### src/rtl/flag_bus_pkg.sv
package flag_bus_pkg;
  // Strobes from the control toward the bus datapath.
  typedef struct packed {
    logic capture;  // load flags and drive the bus
    logic drop;     // release the bus
  } busCtl_t;
endpackage

### src/rtl/flag_bus_ctrl.sv
module flag_bus_ctrl
  import flag_bus_pkg::*;
#(
  parameter int DEV_BITS = 2,
  parameter int DEV_ID   = 0
) (
  input  logic                clk,
  input  logic                rstN,
  input  logic                pollStrap,
  input  logic                strobe,
  input  logic [DEV_BITS-1:0] devAddr,
  output busCtl_t             ctl
);
  localparam int NUM_DEV = 1 << DEV_BITS;
  localparam logic [DEV_BITS-1:0] MY_ID    = DEV_BITS'(DEV_ID);
  localparam logic [DEV_BITS-1:0] LAST_DEV = DEV_BITS'(NUM_DEV - 1);

  logic                modePoll;
  logic [DEV_BITS-1:0] pollCnt;
  logic                pollHit;
  logic                addrHit;

  // Mode strap is captured only while reset is held.
  always_ff @(posedge clk) begin
    if (!rstN) begin
      modePoll <= pollStrap;
      pollCnt  <= '0;
    end else if (modePoll) begin
      pollCnt  <= (pollCnt == LAST_DEV) ? '0 : pollCnt + 1'b1;
    end
  end

  assign pollHit = (pollCnt == MY_ID);
  assign addrHit = strobe && (devAddr == MY_ID);

  always_comb begin
    if (modePoll) begin
      ctl.capture = pollHit;
      ctl.drop    = !pollHit;
    end else begin
      ctl.capture = addrHit;
      ctl.drop    = strobe && !addrHit;
    end
  end


  mode_stable_chk: assert property (@(posedge clk) disable iff (!rstN)
    $past(rstN) |-> $stable(modePoll));


  poll_wrap_chk: assert property (@(posedge clk) disable iff (!rstN)
    (modePoll && pollCnt == LAST_DEV) |=> (pollCnt == '0));


  poll_ignores_strobe_chk: assert property (@(posedge clk) disable iff (!rstN)
    (modePoll && strobe && devAddr != pollCnt && devAddr == MY_ID) |-> !ctl.capture);
endmodule

### src/rtl/flag_bus_dp.sv
module flag_bus_dp
  import flag_bus_pkg::*;
#(
  parameter int NUM_QUEUES = 4,
  parameter int SEL_BITS   = 2
) (
  input  logic                  clk,
  input  logic                  rstN,
  input  busCtl_t               ctl,
  input  logic [NUM_QUEUES-1:0] queueFlagN,
  input  logic [SEL_BITS-1:0]   selQueue,
  output logic [NUM_QUEUES-1:0] flagBus,
  output logic                  busEn,
  output logic                  flagN
);
  // One capture register per queue bit on the bus.
  for (genvar q = 0; q < NUM_QUEUES; q++) begin : g_bit
    always_ff @(posedge clk) begin
      if (!rstN)            flagBus[q] <= 1'b1;
      else if (ctl.capture) flagBus[q] <= queueFlagN[q];
    end
  end

  always_ff @(posedge clk) begin
    if (!rstN) begin
      busEn <= 1'b0;
      flagN <= 1'b1;
    end else begin
      if (ctl.capture)   busEn <= 1'b1;
      else if (ctl.drop) busEn <= 1'b0;
      flagN <= queueFlagN[selQueue];
    end
  end


  capture_load_chk: assert property (@(posedge clk) disable iff (!rstN)
    ctl.capture |=> (busEn && flagBus == $past(queueFlagN)));


  drop_release_chk: assert property (@(posedge clk) disable iff (!rstN)
    ctl.drop |=> !busEn);


  idle_hold_chk: assert property (@(posedge clk) disable iff (!rstN)
    (!ctl.capture && !ctl.drop) |=> ($stable(busEn) && $stable(flagBus)));
endmodule

### src/rtl/flag_bus_reporter.sv
module flag_bus_reporter
  import flag_bus_pkg::*;
#(
  parameter int NUM_QUEUES = 4,
  parameter int DEV_BITS   = 2,
  parameter int DEV_ID     = 0,
  localparam int SEL_BITS  = (NUM_QUEUES > 1) ? $clog2(NUM_QUEUES) : 1
) (
  input  logic                  clk,
  input  logic                  rstN,
  input  logic                  pollStrap,
  input  logic                  strobe,
  input  logic [DEV_BITS-1:0]   devAddr,
  input  logic [NUM_QUEUES-1:0] queueFlagN,
  input  logic [SEL_BITS-1:0]   selQueue,
  output logic [NUM_QUEUES-1:0] flagBus,
  output logic                  busEn,
  output logic                  flagN
);
  busCtl_t ctl;

  flag_bus_ctrl #(.DEV_BITS(DEV_BITS), .DEV_ID(DEV_ID)) u_ctrl (
    .clk(clk), .rstN(rstN), .pollStrap(pollStrap),
    .strobe(strobe), .devAddr(devAddr), .ctl(ctl)
  );

  flag_bus_dp #(.NUM_QUEUES(NUM_QUEUES), .SEL_BITS(SEL_BITS)) u_dp (
    .clk(clk), .rstN(rstN), .ctl(ctl), .queueFlagN(queueFlagN),
    .selQueue(selQueue), .flagBus(flagBus), .busEn(busEn), .flagN(flagN)
  );


  reset_idle_chk: assert property (@(posedge clk)
    !rstN |=> (!busEn && flagN));
endmodule

### config.mk
export PLATFORM = sky130hd
export DESIGN_NAME = flag_bus_reporter
export DESIGN_NICKNAME = d
export VERILOG_FILES = /design/src/rtl/flag_bus_pkg.sv /design/src/rtl/flag_bus_ctrl.sv /design/src/rtl/flag_bus_dp.sv /design/src/rtl/flag_bus_reporter.sv
export SDC_FILE = /design/constraint.sdc
export NUM_CORES = 1
export LEC_CHECK = 0
export ABC_AREA = 1
export BUFFER_PORTS_ARGS = -buffer_cell sky130_fd_sc_hd__buf_4
export CAP_MARGIN = 30
export CORE_AREA = 2 2 39 41
export CTS_BUF_LIST = sky130_fd_sc_hd__clkbuf_2
export DETAILED_ROUTE_END_ITERATION = 8
export DIE_AREA = 0 0 41 43
export PLACE_DENSITY = 0.68
export SETUP_SLACK_MARGIN = 0.1
export SYNTH_ARGS = -nofsm -noshare
export SYNTH_HDL_FRONTEND = slang
export SYNTH_HIERARCHICAL = 1
export SYNTH_SLANG_ARGS = --single-unit
### constraint.sdc
create_clock -name clk -period 3.1 [get_ports clk]
set_input_delay 0.155 -clock clk [delete_from_list [all_inputs] [get_ports clk]]
set_output_delay 0.155 -clock clk [all_outputs]
set_load 0.05 [all_outputs]
==> results.yml <==
logic_synthesis:
  ys_async_sr_fraction_pct: 0
  mappedNetlistNets: 77
  synth_edf_count: 1
  synth_top_area_share_pct: 36.8
  syn_area_per_cell_um2: 7.02
  ys_ff_latch: 9
  synth_commonest_cells: "nand2_1, inv_1, dfxtp_1"
  yosysMostFrequentCell: "nand2_1"
  synthTopCellsByArea: "dfxtp_1, nand2_1, ha_1"
  syn-cell-area_um2: 435
  synthFlopType: "dfxtp_1"
  synth_seq_area_share_pct: 43.7
  yosys_warnings: 6
  synth_cell_types: 12
  yosys.area.top_type: "dfxtp_1"
  synthCells: 62
final_layout:
  diodes: 0
  synthToLayoutAreaGrowth_pct: 38.5
  fin_util_pct: 43.6
  n_fill_cell: 160
  finalNonFillerCells: 99
  final_nets: 99
  layout-drive-gt1-share_pct: 28.9
floorplan:
  die_w_um: 41
  dieArea_mm2: 0.00176
  core_mm2: 0.00138
  io_pins: 18
  fp.dieH_um: 43
  initial_core_util_pct: 31.5
  num_rows: 14
place:
  dp_cells: 95
  port_buffers: 17
  dp_hpwl_um: 671
  place.gp.congestion: 0.750
setup_path:
  max_stage_delay_ns: 0.47
  end_kind: "flip-flop"
  crit_required_ns: 3.23
  crit_fanout: 6
  path_class: "reg -> reg"
  path_cells: "nor2_1 -> nand2_1 -> nand2_1 -> inv_2 -> nand2_1 -> nand3_1"
  slowest_stage: "edfxtp_1"
  cp_common_cell: "nand2_1"
  start_kind: "flip-flop"
  arrival_ns: 1.30
  path_delay_family: "simple AND/OR/NAND/NOR gates"
  crit_buf_inv: 1
grt:
  grt_pass1_wl_mm: 1.26
  grt.overflow.total: 0
  grt_antenna_before_repair: 0
  grt_util_all_layers_pct: 10.9
  grt_pass1_vias: 336
  grt_start_max_net_pins: 10
timing:
  clock_skew_ns: 0.00574
  fin_hold_ws_ns: 0.0946
  slew_viol_final: 0
  hold_violations: 0
  setup_viol: 0
  rsz0062_at_grt: "false"
  post-route-period-util_pct: 37.8
  setup-tns-final_ns: 0
  maxSlewHeadroom_pct: 87.4
  tightestPinTransition_ns: 0.188
  period_minus_slack_ns: 1.17
  fmax_mhz: 854
clock_tree:
  root_buffer: "clkbuf_2"
  postCtsSetupBuffers: 0
  cts_buffer_depth: 2
  path_clk_slew_ns: 0.08
  insertion_delay_ns: 0.24
  hold_buffers: 0
  clock-sinks: 9
  cts_resized: 0
  cts_max_level: 1
  cts_buffers: 3
  cts_tree: "done"
route:
  first_pass_iters: 3
  drc: 0
  wire_per_inst_um: 8.31
  vias: 408
  wl_um: 823
  drt_iter0_drc: 1
  vias_per_cell: 4.12
  ant_nets: 0
hold_path:
  hp-class: "in -> reg"
flow_run:
  maxCapViolations: 0
power:
  vdd_drop_max_uv: 197
  power_density_mw_per_mm2: 507
  p_leak_nw: 0.337
run_status:
  outcome: "finished clean"
state kept, by name, summed over array words and instances, names as in the netlist:
name / flops
u_ctrl/modePoll: 1
u_ctrl/pollCnt: 2
u_dp/busEn: 1
u_dp/flagBus: 4
u_dp/flagN: 1
per-stage QoR:
stage / area (um2) / total power, W / worst slack [ns]
after detailed placement: 583 / 0.000238 / 1.92
after floorplan: 435 / 0.000203 / 2.02
after global placement: 583 / 0.000236 / 1.93
final: 603 / 0.000306 / 1.93
after global routing: 603 / 0.000330 / 1.79
after CTS: 603 / 0.000311 / 1.91
kinds of logic after synthesis:
kind of cell / count (synthesis) / share of synthesized area (%)
and+or+nand+nor: 35 / 32.5
buffers and inverters: 12 / 10.3
DFF: 9 / 43.7
AOI/OAI and AO/OA: 3 / 4.88
adders and majority gates: 3 / 8.62
placed cells by master (no fill, tap or decap), drive strengths merged, types with 3 or more instances in the layout:
| master | netlist | layout |
|---|---|---|
| clkbuf | 0 | 4 |
| dfxtp | 8 | 8 |
| nand2 | 24 | 24 |
| buf | 0 | 17 |
| ha | 3 | 3 |
| nor2 | 4 | 4 |
| inv | 12 | 12 |
| nand3 | 6 | 6 |
metal layers:
metal	vias up	share of wire (%)	track usage, %	routed length, um
li1	227	-	-	-
met1	166	43	11.8	357
met2	15	50	15.9	409
met3	0	6.7	3.14	55
met4	0	0	10.0	0
met5	-	0	0	0
area by class of cell:
| class | instances | area (um2) | area share, % |
|---|---|---|---|
| Clock buffer | 4 | 20.0 | 3.32 |
| Inverter | 12 | 45.0 | 7.47 |
| Multi-Input combinational cell | 41 | 200 | 33.2 |
| Sequential cell | 9 | 190 | 31.5 |
| Tap cell | 16 | 20.0 | 3.32 |
| Timing Repair Buffer | 17 | 128 | 21.2 |
final timing paths:
path	depth (start not counted)	startpoint	slack [ns]	end
setup reg to reg	6	u_ctrl/modePoll$_DFFE_PN_	1.93	u_dp/flagBus[3]$_SDFFE_PN1P_
hold / removal	1	pollStrap	0.09	u_ctrl/modePoll$_DFFE_PN_
hold reg to reg	2	u_dp/busEn$_SDFFE_PN0P_	0.47	u_dp/busEn$_SDFFE_PN0P_
setup / recovery	6	u_ctrl/modePoll$_DFFE_PN_	1.93	u_dp/flagBus[3]$_SDFFE_PN1P_
where the power goes:
| part | switching [W] | internal [W] | total [W] | leakage (nW) |
|---|---|---|---|---|
| sequential | 0.00000805 | 0.000131 | 0.000139 | 0.0763 |
| combinational | 0.0000604 | 0.0000347 | 0.0000951 | 0.244 |
| clock | 0.0000375 | 0.0000343 | 0.0000718 | 0.0166 |
| total | 0.000106 | 0.000200 | 0.000306 | 0.337 |
(Power assumes the default switching activity.)
